[config.mk]
export PLATFORM = sky130hd
export DESIGN_NAME = pixreg_hit_buffer
export DESIGN_NICKNAME = d
export VERILOG_FILES = /design/src/rtl/pixreg_pkg.sv /design/src/rtl/pixreg_tot_meas.sv /design/src/rtl/pixreg_event_track.sv /design/src/rtl/pixreg_slot_pool.sv /design/src/rtl/pixreg_hit_buffer.sv
export SDC_FILE = /design/constraint.sdc
export NUM_CORES = 1
export LEC_CHECK = 0
export ABC_CLOCK_PERIOD_IN_PS = 3600
export BUFFER_PORTS_ARGS = -buffer_cell sky130_fd_sc_hd__buf_2
export CAP_MARGIN = 25
export CELL_PAD_IN_SITES_DETAIL_PLACEMENT = 0
export CELL_PAD_IN_SITES_GLOBAL_PLACEMENT = 1
export CORE_ASPECT_RATIO = 1.5
export CORE_UTILIZATION = 40
export DETAILED_ROUTE_END_ITERATION = 10
export GPL_ROUTABILITY_DRIVEN = 1
export MAX_ROUTING_LAYER = met4
export PLACE_DENSITY_LB_ADDON = 0.1
export SLEW_MARGIN = 40
export SYNTH_ARGS = -nofsm -noshare
export SYNTH_HDL_FRONTEND = slang
export SYNTH_SLANG_ARGS = --single-unit
[constraint.sdc]
create_clock -name clk -period 3.6 [get_ports clk]
set_clock_uncertainty 0.2 [all_clocks]
set_input_delay 0.18 -clock clk [delete_from_list [all_inputs] [get_ports clk]]
set_output_delay 0.18 -clock clk [all_outputs]
set_load 0.005 [all_outputs]
[src/rtl/pixreg_pkg.sv]
package pixreg_pkg;
   localparam int NPIX = 4;

   typedef enum logic [1:0] {
      SLOT_FREE = 2'd0,
      SLOT_WAIT = 2'd1,
      SLOT_TRIG = 2'd2
   } slot_state_e;
endpackage

[src/rtl/pixreg_tot_meas.sv]
module pixreg_tot_meas #(
   parameter int TOT_W = 4
) (
   input  logic             clk,
   input  logic             rst_n,
   input  logic             disc_i,
   input  logic             close_i,
   output logic             join_o,
   output logic             running_o,
   output logic             ends_o,
   output logic             joined_o,
   output logic [TOT_W-1:0] tot_o
);
   localparam logic [TOT_W-1:0] TOT_MAX = {TOT_W{1'b1}};

   logic             prev_q;
   logic             joined_q;
   logic             running_q;
   logic [TOT_W-1:0] tot_q;

   assign join_o    = disc_i & ~prev_q & ~joined_q;
   assign ends_o    = running_q & ~disc_i;
   assign running_o = running_q;
   assign joined_o  = joined_q;
   assign tot_o     = tot_q;

   always_ff @(posedge clk) begin
      if (!rst_n) begin
         prev_q    <= 1'b0;
         joined_q  <= 1'b0;
         running_q <= 1'b0;
         tot_q     <= '0;
      end else begin
         prev_q <= disc_i;
         if (join_o) begin
            joined_q  <= 1'b1;
            running_q <= 1'b1;
            tot_q     <= TOT_W'(1);
         end else begin
            if (running_q) begin
               if (disc_i) begin
                  if (tot_q != TOT_MAX) tot_q <= tot_q + TOT_W'(1);
               end else begin
                  running_q <= 1'b0;
               end
            end
            if (close_i) joined_q <= 1'b0;
         end
      end
   end

   // a measurement stops only on a low sample
   assert_tot_stop_R1 : assert property (@(posedge clk) disable iff (!rst_n)
      $fell(running_q) |-> $past(!disc_i));
endmodule

[src/rtl/pixreg_event_track.sv]
module pixreg_event_track
   import pixreg_pkg::*;
#(
   parameter int TOT_W     = 4,
   parameter int LAT_W     = 8,
   parameter int SMALL_TOT = 3
) (
   input  logic                  clk,
   input  logic                  rst_n,
   input  logic [NPIX-1:0]       disc_i,
   output logic                  store_o,
   output logic [NPIX*TOT_W-1:0] tot_o,
   output logic [LAT_W-1:0]      age_o
);
   localparam logic [LAT_W-1:0] AGE_MAX = {LAT_W{1'b1}};

   logic [NPIX-1:0]  join_v, run_v, end_v, mem_v, big_v;
   logic [TOT_W-1:0] tot_a [NPIX];
   logic             open_q;
   logic [LAT_W-1:0] age_q;
   logic             close;

   for (genvar p = 0; p < NPIX; p++) begin : g_pix
      pixreg_tot_meas #(.TOT_W(TOT_W)) meas_i (
         .clk       (clk),
         .rst_n     (rst_n),
         .disc_i    (disc_i[p]),
         .close_i   (close),
         .join_o    (join_v[p]),
         .running_o (run_v[p]),
         .ends_o    (end_v[p]),
         .joined_o  (mem_v[p]),
         .tot_o     (tot_a[p])
      );
      assign big_v[p] = mem_v[p] && (32'(tot_a[p]) >= SMALL_TOT);
      assign tot_o[p*TOT_W +: TOT_W] = mem_v[p] ? tot_a[p] : '0;
   end

   assign close   = open_q && (join_v == '0) && ((run_v & ~end_v) == '0);
   assign store_o = close && (big_v != '0);
   assign age_o   = (age_q == AGE_MAX) ? age_q : age_q + LAT_W'(1);

   always_ff @(posedge clk) begin
      if (!rst_n) begin
         open_q <= 1'b0;
         age_q  <= '0;
      end else if (!open_q) begin
         if (join_v != '0) begin
            open_q <= 1'b1;
            age_q  <= LAT_W'(1);
         end
      end else begin
         age_q <= age_o;
         if (close) open_q <= 1'b0;
      end
   end

   // an event opens only on a leading edge
   assert_open_on_edge_R2 : assert property (@(posedge clk) disable iff (!rst_n)
      $rose(open_q) |-> $past(join_v != '0));
endmodule

[src/rtl/pixreg_slot_pool.sv]
module pixreg_slot_pool
   import pixreg_pkg::*;
#(
   parameter int NSLOT  = 5,
   parameter int DATA_W = 16,
   parameter int LAT_W  = 8,
   parameter int TAG_W  = 4
) (
   input  logic              clk,
   input  logic              rst_n,
   input  logic              store_i,
   input  logic [DATA_W-1:0] store_tot_i,
   input  logic [LAT_W-1:0]  store_age_i,
   input  logic [LAT_W-1:0]  latency_i,
   input  logic              trig_i,
   input  logic [TAG_W-1:0]  trig_tag_i,
   input  logic              token_in_i,
   input  logic              read_i,
   output logic              token_out_o,
   output logic              data_valid_o,
   output logic [DATA_W-1:0] data_tot_o,
   output logic [TAG_W-1:0]  data_tag_o,
   output logic              overflow_o
);
   slot_state_e       st_q  [NSLOT];
   logic [LAT_W-1:0]  cnt_q [NSLOT];
   logic [DATA_W-1:0] tot_q [NSLOT];
   logic [TAG_W-1:0]  tag_q [NSLOT];
   logic [NSLOT-1:0]  free_v, trig_v, alloc_sel, rd_sel;
   logic              any_free, any_trig, ovf_q;

   for (genvar s = 0; s < NSLOT; s++) begin : g_flags
      assign free_v[s] = (st_q[s] == SLOT_FREE);
      assign trig_v[s] = (st_q[s] == SLOT_TRIG);
   end

   assign any_free = (free_v != '0);
   assign any_trig = (trig_v != '0);

   always_comb begin
      alloc_sel = '0;
      rd_sel    = '0;
      for (int s = NSLOT - 1; s >= 0; s--) begin
         if (free_v[s]) alloc_sel = NSLOT'(1) << s;
         if (trig_v[s]) rd_sel    = NSLOT'(1) << s;
      end
   end

   always_comb begin
      data_tot_o = '0;
      data_tag_o = '0;
      for (int s = 0; s < NSLOT; s++) begin
         if (rd_sel[s]) begin
            data_tot_o = tot_q[s];
            data_tag_o = tag_q[s];
         end
      end
   end

   assign data_valid_o = token_in_i & any_trig;
   assign token_out_o  = token_in_i & ~any_trig;
   assign overflow_o   = ovf_q;

   for (genvar s = 0; s < NSLOT; s++) begin : g_slot
      logic take, drop;
      assign take = store_i & alloc_sel[s];
      assign drop = read_i & data_valid_o & rd_sel[s];

      always_ff @(posedge clk) begin
         if (!rst_n) begin
            st_q[s]  <= SLOT_FREE;
            cnt_q[s] <= '0;
            tot_q[s] <= '0;
            tag_q[s] <= '0;
         end else if (take) begin
            st_q[s]  <= SLOT_WAIT;
            cnt_q[s] <= store_age_i;
            tot_q[s] <= store_tot_i;
         end else begin
            case (st_q[s])
               SLOT_WAIT: begin
                  if (cnt_q[s] == latency_i) begin
                     if (trig_i) begin
                        st_q[s]  <= SLOT_TRIG;
                        tag_q[s] <= trig_tag_i;
                     end else begin
                        st_q[s] <= SLOT_FREE;
                     end
                  end else if (cnt_q[s] > latency_i) begin
                     st_q[s] <= SLOT_FREE;
                  end else begin
                     cnt_q[s] <= cnt_q[s] + LAT_W'(1);
                  end
               end
               SLOT_TRIG: if (drop) st_q[s] <= SLOT_FREE;
               default: ;
            endcase
         end
      end

      // a slot becomes triggered only under a trigger strobe
      assert_trig_needs_strobe_R4 : assert property (@(posedge clk) disable iff (!rst_n)
         (st_q[s] == SLOT_TRIG && !$past(st_q[s] == SLOT_TRIG)) |-> $past(trig_i));
      // a waiting slot ages by one per cycle
      assert_latency_step_R5 : assert property (@(posedge clk) disable iff (!rst_n)
         (st_q[s] == SLOT_WAIT && $past(st_q[s] == SLOT_WAIT)) |-> cnt_q[s] == $past(cnt_q[s]) + LAT_W'(1));
   end

   always_ff @(posedge clk) begin
      if (!rst_n) ovf_q <= 1'b0;
      else        ovf_q <= store_i & ~any_free;
   end

   // overflow is raised only when the pool was full
   assert_no_overflow_R6 : assert property (@(posedge clk) disable iff (!rst_n)
      overflow_o |-> $past(free_v == '0));
   // a read removes exactly one triggered slot
   assert_read_frees_R8 : assert property (@(posedge clk) disable iff (!rst_n)
      ($past(read_i && data_valid_o) && !$past(store_i)) |-> $countones(trig_v) < $past($countones(trig_v)));
endmodule

[src/rtl/pixreg_hit_buffer.sv]
module pixreg_hit_buffer
   import pixreg_pkg::*;
#(
   parameter int NSLOT     = 5,
   parameter int TOT_W     = 4,
   parameter int LAT_W     = 8,
   parameter int TAG_W     = 4,
   parameter int SMALL_TOT = 3
) (
   input  logic                  clk,
   input  logic                  rst_n,
   input  logic [3:0]            disc_i,
   input  logic [LAT_W-1:0]      latency_i,
   input  logic                  trig_i,
   input  logic [TAG_W-1:0]      trig_tag_i,
   input  logic                  token_in_i,
   input  logic                  read_i,
   output logic                  token_out_o,
   output logic                  data_valid_o,
   output logic [4*TOT_W-1:0]    data_tot_o,
   output logic [TAG_W-1:0]      data_tag_o,
   output logic                  overflow_o
);
   localparam int DATA_W = NPIX * TOT_W;

   if (NSLOT < 1) begin : g_bad_slots
      $error("pixreg_hit_buffer: NSLOT must be at least 1");
   end
   if (TOT_W < 2) begin : g_bad_tot
      $error("pixreg_hit_buffer: TOT_W must be at least 2");
   end
   if (SMALL_TOT < 1 || SMALL_TOT >= (1 << TOT_W)) begin : g_bad_small
      $error("pixreg_hit_buffer: SMALL_TOT out of ToT range");
   end
   if (LAT_W < 2 || TAG_W < 1) begin : g_bad_widths
      $error("pixreg_hit_buffer: LAT_W or TAG_W too small");
   end

   logic              store;
   logic [DATA_W-1:0] store_tot;
   logic [LAT_W-1:0]  store_age;

   pixreg_event_track #(
      .TOT_W     (TOT_W),
      .LAT_W     (LAT_W),
      .SMALL_TOT (SMALL_TOT)
   ) track_i (
      .clk     (clk),
      .rst_n   (rst_n),
      .disc_i  (disc_i),
      .store_o (store),
      .tot_o   (store_tot),
      .age_o   (store_age)
   );

   pixreg_slot_pool #(
      .NSLOT  (NSLOT),
      .DATA_W (DATA_W),
      .LAT_W  (LAT_W),
      .TAG_W  (TAG_W)
   ) pool_i (
      .clk          (clk),
      .rst_n        (rst_n),
      .store_i      (store),
      .store_tot_i  (store_tot),
      .store_age_i  (store_age),
      .latency_i    (latency_i),
      .trig_i       (trig_i),
      .trig_tag_i   (trig_tag_i),
      .token_in_i   (token_in_i),
      .read_i       (read_i),
      .token_out_o  (token_out_o),
      .data_valid_o (data_valid_o),
      .data_tot_o   (data_tot_o),
      .data_tag_o   (data_tag_o),
      .overflow_o   (overflow_o)
   );

   // the token is never passed on while an event is being presented
   assert_token_exclusive_R7 : assert property (@(posedge clk) disable iff (!rst_n)
      !(token_out_o && data_valid_o));
endmodule

## Yosys cells after proc, flatten, opt, wreduce, memory -nomap -nowiden

Memory sizes are Yosys's and may differ from the RTL's.
Cells that the tools add are included.

| word-level totals | value |
|---|---|
| memory bits (writable) | 150 |
| output and inout port bits | 23 |
| memories | 4 |
| word-level logic and storage cells | 462 |
| flip-flop bits (word level) | 38 |
| bits of input ports | 21 |

| cells by class | value |
|---|---|
| order comparisons | 9 |
| multiplexer cells | 261 |
| bitwise gates (word level) | 88 |
| equality and inequality tests | 20 |
| $add $sub $neg | 10 |
| reduce and logical (&&, ||, !) cells | 47 |

Memories:

| name | depth | bits a word | read ports | clocked after Yosys merged registers in | wr ports | line | RTL |
|---|---|---|---|---|---|---|---|
| pool_i.tot_q | 5 | 16 | 5 | 0 | 5 | pixreg_slot_pool.sv:27 | `logic [DATA_W-1:0] tot_q [NSLOT];` |
| pool_i.cnt_q | 5 | 8 | 5 | 0 | 5 | pixreg_slot_pool.sv:26 | `logic [LAT_W-1:0] cnt_q [NSLOT];` |
| pool_i.tag_q | 5 | 4 | 5 | 0 | 5 | pixreg_slot_pool.sv:28 | `logic [TAG_W-1:0] tag_q [NSLOT];` |
| pool_i.st_q | 5 | 2 | 5 | 0 | 5 | pixreg_slot_pool.sv:25 | `slot_state_e st_q [NSLOT];` |

Operators with widths:

| cell | number |
|---|---|
| $mux W1 | 189 |
| $mux W16 | 10 |
| $mux W8 | 13 |
| $mux W4 | 14 |
| $mux W2 | 25 |
| $mux W5 | 10 |
| $add A8 B1 Y8 const B | 6 |
| $or A1 B1 Y1 | 45 |
| $eq A8 B8 Y1 | 5 |
| $gt A8 B8 Y1 | 5 |
| $reduce_bool A2 Y1 | 17 |
| $and A1 B1 Y1 | 26 |
| $reduce_and A3 Y1 | 8 |
| $add A4 B1 Y4 const B | 4 |
| $ge A4 B2 Y1 const B | 4 |
| $ne A4 B4 Y1 const B | 4 |
| $not A1 Y1 | 15 |
| $eq A2 B1 Y1 const B | 5 |
| $eq A2 B2 Y1 const B | 5 |
| $logic_not A2 Y1 | 5 |
| $reduce_bool A5 Y1 | 2 |
| $eq A8 B8 Y1 const B | 1 |
| $logic_not A4 Y1 | 2 |
| $reduce_bool A4 Y1 | 2 |
| 4 further kinds | 13 |

## Logic depth before layout (Yosys ltp)

Gate-level depths: netlist of run 1.

| depth | value |
|---|---|
| depth in word-level cells | 16 |
| depth in mapped cells | 9 |
| mapped depth without buffers | 7 |

## Modules after synthesis

A second synthesis of run 1 with hierarchy kept.

| second synthesis, totals | value |
|---|---|
| cell total of the unflattened synthesis | 987 |
| area total of the unflattened synthesis | 10430.0 sq um |

By module, submodules not included:

| module | area each (sq um) | times used | cells an instance | seq. area each (sq um) |
|---|---|---|---|---|
| pixreg_slot_pool | 8396.8 | 1 | 744 | 4524.3 |
| pixreg_tot_meas | 302.8 | 4 | 33 | 140.1 |
| pixreg_event_track | 822.0 | 1 | 111 | 180.2 |

## Worst setup path before layout of run 1

No wires, ideal clock.

| timing path | value |
|---|---|
| path kind | register -> register |
| start | register track_i.g_pix[0].meas_i.tot_q[0] |
| end | memory pool_i.cnt_q[3][0], enable pin |
| setup time | 327 ps |
| required time | 3073 ps |
| data arrival time | 3065 ps |
| setup slack | 8 ps |
| path buffers | 1 |
| cell stages (with the launch flop) | 8 |
| period minus slack after synthesis | 3592 ps |
| cell sequence | dfxtp_1 > ha_1 > o31ai_1 > and4_1 > or3_1 > buf_2 > o31ai_1 > a21o_1 |

RTL lines:

| element | line | RTL |
|---|---|---|
| from (decl) | pixreg_tot_meas.sv:19 | `logic [TOT_W-1:0] tot_q;` |
| from (signal assigned) | pixreg_tot_meas.sv:42 | `if (tot_q != TOT_MAX) tot_q <= tot_q + TOT_W'(1);` |
| to (decl) | pixreg_slot_pool.sv:26 |  |

==> flow_summary.yaml, run 1 <==
worst_setup_path:
  worst-endpoint-required_ps: 3220
  path_cells: "nor2b_1 -> buf_4 -> nand2b_1 -> nor2_1 -> buf_4 -> a221o_1 -> mux2_2 -> buf_2"
  setup.worst_path.start: "pool_i.st_q[0][0]"
  crit_path_top_delay_cell: "nor2b_1"
  worst-path-max-fanout: 17
  r2r-end: "pool_i.tot_q[3][5]"
  worst-path-stages: 8
  critical-path-top-delay-family: "simple AND/OR/NAND/NOR gates"
  path_buf_inv: 3
  path_class: "flop to output pin"
  start_kind: "flop"
  timing.rr.start: "track_i.g_pix[2].meas_i.tot_o[0]"
  crit_path_end_kind: "output pin"
  r2r_cells: 7
  critPathCapture: "data_tag_o[1]"
  r2r_slack_ps: 590
  cp.arrival_ps: 2970
  cpMostUsedCell: "buf_4"
  max_stage_delay_ps: 410
yosys:
  synth.cell_area_um2: 9570
  yosysTopAreaCellShare: 0.470
  dominantRegCellSynth: "edfxtp_1"
  synth-edff-count: 150
  synthSimpleGateAreaFrac: 0.188
  synth_top_family_by_area: "simple AND/OR/NAND/NOR gates"
  synth_xor_area_frac: 0.0348
  avgSynthCellArea_um2: 10.8
  netlist_instances: 883
  synth.most_common_cell: "edfxtp_1"
  yosys_warnings: 0
  yosys-top-cells-count: "edfxtp_1 (150), nor2_1 (110), nand2_1 (93)"
  synth_cell_types: 58
  ys_async_sr_fraction: 0
  synth_top_area_cell: "edfxtp_1"
  synth_nets: 954
  synthAdderAreaFrac: 0.0653
  ys_ff_latch: 188
  synth_compound_area_frac: 0.116
  synth_mux_area_frac: 0.0144
  ys_seq_area_frac: 0.550
  synth_area_leaders: "edfxtp_1 (47%), dfxtp_1 (7.9%), ha_1 (6.5%), nor2_1 (4.3%), nand2_1 (3.6%)"
grt:
  grt_usage: 0.231
  globalRouteOverflowTotal: 0
  grt_max_degree: 50
  grt_pass1_vias: 7142
  grt_pass1_wl_um: 40600
  antenna_found_initial: 0
finish:
  syn2layout_area_growth_pct: 13.5
  multi_input_comb_area_um2: 4030
  nNetsFinal: 1013
  final_util: 0.461
  drive_gt1_frac: 0.123
  seq_area_um2: 5270
  diodes: 0
  fillCellCount: 2206
placed_design:
  portBuffers: 43
  routabilityCongestion: 0.827
  hpwlAfterDp_um: 19100
floorplanning:
  die_y_um: 191
  start_util: 0.406
  die_w_um: 128
  fp-row-count: 69
  dieArea_um2: 24600
  io_pins: 44
  core-area_um2: 23600
route:
  routed_wl_um: 26100
  drt-met1-wl_um: 10500
  met3_length_um: 856
  drtAntennaViolNets: 0
  drt_iter0_markers: 544
  viasPerCell: 5.58
  wire_per_inst_um: 20.5
  top_layer: "met4"
  drc: 0
  drt-pass1-iter-count: 5
  num_vias: 7103
  wl_met2_um: 14000
power:
  power_leakage_nw: 4.00
  ir_drop_uv: 336
  power_density_nw_per_um2: 457
timing:
  hold_viol_final: 0
  max_slew_margin: 0.527
  worst_pin_slew_ps: 707
  slew_viol_final: 0
  rsz0062_at_grt: "no"
  finalCriticalPeriod_ps: 3350
  min_period_over_period: 0.930
  fin_tns_setup_ps: 0
  setup_viol: 0
  fmax_mhz: 299
outcome:
  status: "completed"
clock_network:
  cts_root_buf: "clkbuf_16"
  clkTransAtPathRegs_ps: 70
  h-tree-depth: 4
  numCtsBuffers: 17
  cts_sinks: 188
  cts_tree: "yes"
  clock_latency_ps: 440
  clock_path_buffers: 2
flow_run:
  maxCapViolations: 0
min_path:
  min_path_type: "input pin to flop"
sequential cells by signal, summed over array words and instances, names as in the netlist:
signal                          cells
pool_i.cnt_q                       40
pool_i.tag_q                       20
track_i.g_pix.meas_i.prev_q         4
pool_i.st_q                        10
pool_i.overflow_o                   1
track_i.age_q                       8
pool_i.tot_q                       80
track_i.g_pix.meas_i.joined_o       4
track_i.g_pix.meas_i.running_o      4
track_i.g_pix.meas_i.tot_o         16
track_i.open_q                      1
repair_timing:
item / in CTS / in global routing
resized for setup: 0 / 0
hold buffers: 9 / 0
hold endpoints to repair: 34 / 0
buffers inserted: 0 / 0
report_power, final:
part	internal, mW	leakage (nW)	switching (mW)
Clock	1.02	0.266	0.849
Sequential	2.44	1.87	0.0772
Combinational	0.230	1.87	0.347
cells in the final DEF, fill, tap and decap left out, drive strengths merged, types with 9 or more instances in the layout:
cell type / instances
or3: 9
and2: 31
nand2b: 13
nor2b: 9
inv: 31
a21boi: 12
a222oi: 15
a21oi: 15
nor3: 11
edfxtp: 150
nand3: 49
dlygate4sd3: 9
clkbuf: 18
o22ai: 45
xor2: 20
a31oi: 9
ha: 50
xnor2: 18
buf: 67
nand2: 93
nand4: 13
nor2: 110
dfxtp: 38
o21ai: 16
cell type report:
class / count / share of cell area
Multi-Input combinational cell: 630 / 0.371
Timing Repair Buffer: 76 / 0.0447
Clock inverter: 14 / 0.0134
Clock buffer: 18 / 0.0395
Sequential cell: 188 / 0.485
Inverter: 29 / 0.0100
Tap cell: 319 / 0.0367
kinds of logic after synthesis:
family | after synthesis
mux | 13
xor+xnor | 38
compound gates | 157
flops | 188
fa+ha+maj | 50
simple gates | 372
buf+inv | 65
worst register-to-register path: cells and delay by family (launching register included):
kind,cells,cell delay [ps]
flip-flops,1,390
adder cells (fa/ha/maj),1,240
AND/OR/NAND/NOR,4,1620
buffers and inverters,1,310
AO/OA/AOI/OAI,1,110
layer usage:
metal,vias to the layer above,GRT usage
met2,171,0.416
met1,3494,0.254
met5,-,-
met3,44,0.0322
li1,3394,-
met4,0,0.0937
worst min path at each step:
stage / startpoint / endpoint / slack (ps) / cells past startpoint
floorplan: disc_i[0] / track_i.g_pix[0].meas_i.prev_q / 100 / 1
global placement: disc_i[0] / track_i.g_pix[0].meas_i.prev_q / 230 / 2
detailed placement: disc_i[0] / track_i.g_pix[0].meas_i.prev_q / 240 / 2
CTS: read_i / pool_i.st_q[2][0] / 60 / 3
global route: trig_i / pool_i.st_q[2][1] / 90 / 3
finish: read_i / pool_i.st_q[2][0] / 70 / 3
stage by stage:
step                hold slack, ps  worst slack (ps)  cells  area [um2]  power (mW)
floorplan                      102              8.00    883        9570        2.91
global placement               234               666   1233       10200        3.12
detailed placement             244               611   1233       10200        3.14
CTS                           55.1               247   1274       10900        5.01
global route                  92.9              46.8   1274       10900        5.15
finish                        70.4               251   1274       10900        4.97
No activity file was read; power rests on OpenSTA's default activity.
==> inputs of run 2 (changes only) <==
--- a/config.mk
+++ b/config.mk
@@ -5,6 +5,7 @@
 export SDC_FILE = /design/constraint.sdc
 export NUM_CORES = 1
 export LEC_CHECK = 0
+export ABC_AREA = 1
 export ABC_CLOCK_PERIOD_IN_PS = 3600
 export BUFFER_PORTS_ARGS = -buffer_cell sky130_fd_sc_hd__buf_2
 export CAP_MARGIN = 25
@@ -16,6 +17,7 @@
 export GPL_ROUTABILITY_DRIVEN = 1
 export MAX_ROUTING_LAYER = met4
 export PLACE_DENSITY_LB_ADDON = 0.1
+export REMOVE_ABC_BUFFERS = 1
 export SLEW_MARGIN = 40
 export SYNTH_ARGS = -nofsm -noshare
 export SYNTH_HDL_FRONTEND = slang
==> flow_summary.yaml, run 2 <==
outcome:
  status: "completed"
timing:
  max_slew_margin: 0.506
  slew_viol_final: 0
  hold_ws_ps: 21.8
  setup_viol: 0
  hold_viol_final: 0
  min_period_over_period: 0.766
  rsz0062_at_grt: "no"
  fin_tns_setup_ps: 0
  fmax_mhz: 363
  worst_pin_slew_ps: 739
  finalCriticalPeriod_ps: 2760
yosys:
  dominantRegCellSynth: "edfxtp_1"
  yosys_warnings: 0
  yosysTopAreaCellShare: 0.445
  ys_async_sr_fraction: 0
  synth.most_common_cell: "nand2_1"
  ys_ff_latch: 188
  synth.cell_area_um2: 10100
  netlist_instances: 1153
  synth_area_leaders: "edfxtp_1 (45%), nand2_1 (11%), dfxtp_1 (7.5%), nor2_1 (6.3%), ha_1 (6.2%)"
  synth-edff-count: 150
  synth_cell_types: 38
  ys_seq_area_frac: 0.520
  avgSynthCellArea_um2: 8.77
  yosys-top-cells-count: "nand2_1 (302), nor2_1 (171), edfxtp_1 (150)"
  synth_top_area_cell: "edfxtp_1"
placed_design:
  hpwlAfterDp_um: 19500
  portBuffers: 43
  routabilityCongestion: 0.816
worst_setup_path:
  path_cells: "inv_1 -> nand2_1 -> nand2_1 -> nor2_1 -> nand2_1 -> clkinv_1 -> nand2_1 -> nand3_1 -> buf_2"
  r2r_cells: 9
  crit_path_top_delay_cell: "clkinv_1"
  cpMostUsedCell: "nand2_1"
  worst-path-max-fanout: 20
  worst-endpoint-required_ps: 3220
  cp.arrival_ps: 2380
  path_buf_inv: 3
  max_stage_delay_ps: 560
  critical-path-top-delay-family: "buffers and inverters"
  start_kind: "flop"
  crit_path_end_kind: "output pin"
  worst-path-stages: 9
  path_class: "flop to output pin"
power:
  ir_drop_uv: 337
  power_density_nw_per_um2: 430
  power_leakage_nw: 4.97
grt:
  globalRouteOverflowTotal: 0
  grt_pass1_vias: 7835
  grt_usage: 0.226
  grt_pass1_wl_um: 43000
  antenna_found_initial: 0
  grt_max_degree: 24
clock_network:
  cts_sinks: 188
  clock_latency_ps: 440
  cts_root_buf: "clkbuf_16"
  cts_resized: 0
  clock_path_buffers: 2
  cts_setup_buffers: 0
  cts_tree: "yes"
  h-tree-depth: 4
  clkTransAtPathRegs_ps: 70
  numCtsBuffers: 17
  cts_hold_buf: 8
floorplanning:
  die_w_um: 132
  die_y_um: 197
  fp-row-count: 70
  core-area_um2: 24600
  start_util: 0.411
  io_pins: 44
  dieArea_um2: 25900
route:
  routed_wl_um: 26800
  drt-pass1-iter-count: 5
  drtAntennaViolNets: 0
  drt_iter0_markers: 388
  num_vias: 7746
  wire_per_inst_um: 17.3
  viasPerCell: 5.00
  drc: 0
finish:
  fillCellCount: 2464
  diodes: 0
  mostFrequentLayoutCell: "nand2_1"
  drive_gt1_frac: 0.108
  final_util: 0.462
  top_regs: "pool_i.tot_q: 80 flops, pool_i.cnt_q: 40 flops, pool_i.tag_q: 20 flops"
  top_register: "pool_i.tot_q"
  syn2layout_area_growth_pct: 12.5
  nNetsFinal: 1282
  largest_reg_flops: 80
  final_cell_mix: "nand2_1 (301), nor2_1 (171), edfxtp_1 (150)"
min_path:
  hold_depth: 3
  min_path_type: "input pin to flop"
flow_run:
  maxCapViolations: 0
==> run 2: cell count changes in the layout (fill, tap and decap cells not counted), sizes merged, moves of 12 or more <==
| cell | change |
|---|---|
| nand2 | +212 |
| o22ai | -45 |
| a21oi | +49 |
| nand3 | +55 |
| nand4 | +12 |
| and2 | -30 |
| nand2b | -13 |
| a22o | +12 |
| nor2 | +77 |
| a222oi | -15 |
| a21boi | -12 |
| inv | +85 |
==> run 2: path summary, 6_finish.rpt <==
| check | from | to | slack (ps) |
|---|---|---|---|
| worst max register to register | track_i.g_pix[3].meas_i.joined_o | pool_i.tot_q[1][14] | 950 |
| worst min register to register | track_i.age_q[7] | track_i.age_q[7] | 300 |
| worst min-delay path | read_i | pool_i.st_q[2][1] | 20 |
| worst max-delay path | pool_i.st_q[0][0] | data_tot_o[7] | 840 |
==> run 2: per-stage QoR <==
stage	area (um2)	total power, mW	worst slack [ps]	std cells
floorplan	9990	2.85	985	1126
global placement	10700	3.05	903	1508
detailed placement	10700	3.05	913	1508
CTS	11400	4.93	769	1548
global route	11400	5.09	496	1548
finish	11400	4.89	841	1548
==> run 2: kinds of logic (layout without fill, tap and decap cells) <==
| group | after synthesis | after routing | synth area share |
|---|---|---|---|
| AOI/OAI and AO/OA | 103 | 103 | 0.0592 |
| xor gates and xnor gates | 32 | 32 | 0.0277 |
| adders and majority gates | 50 | 50 | 0.0618 |
| buffers and inverters | 139 | 210 | 0.0548 |
| DFF | 188 | 188 | 0.520 |
| and+or+nand+nor | 641 | 641 | 0.276 |
==> run 2: worst reg2reg max path: cells and delay by family, from the launching register on <==
| kind | cells | cell delay [ps] |
|---|---|---|
| buffers and inverters | 2 | 250 |
| and+or+nand+nor | 7 | 1370 |
| DFF | 1 | 460 |
==> run 2: layout make-up <==
class	count	area [um2]	share of cell area
sequential	188	5270	0.463
multi-input combinational	826	4300	0.378
clock buffer	18	439	0.0386
inverter	112	425	0.0374
timing repair buffer	66	408	0.0358
tap	324	405	0.0356
clock inverter	14	134	0.0118
==> run 2: layer usage <==
metal / routed length, um / track usage / part of all wire / vias to the layer above
li1: - / - / - / 3969
met1: 11200 / 0.253 / 0.42 / 3652
met2: 14500 / 0.414 / 0.54 / 95
met3: 684 / 0.0319 / 0.026 / 30
met4: 448 / 0.0655 / 0.017 / 0
met5: 0 / - / 0 / -
==> run 2: where the power goes <==
group / switching, mW / internal (mW) / total, mW
Combinational: 0.329 / 0.168 / 0.497
Sequential: 0.0703 / 2.43 / 2.50
Clock: 0.899 / 0.988 / 1.89
Total: 1.30 / 3.59 / 4.89
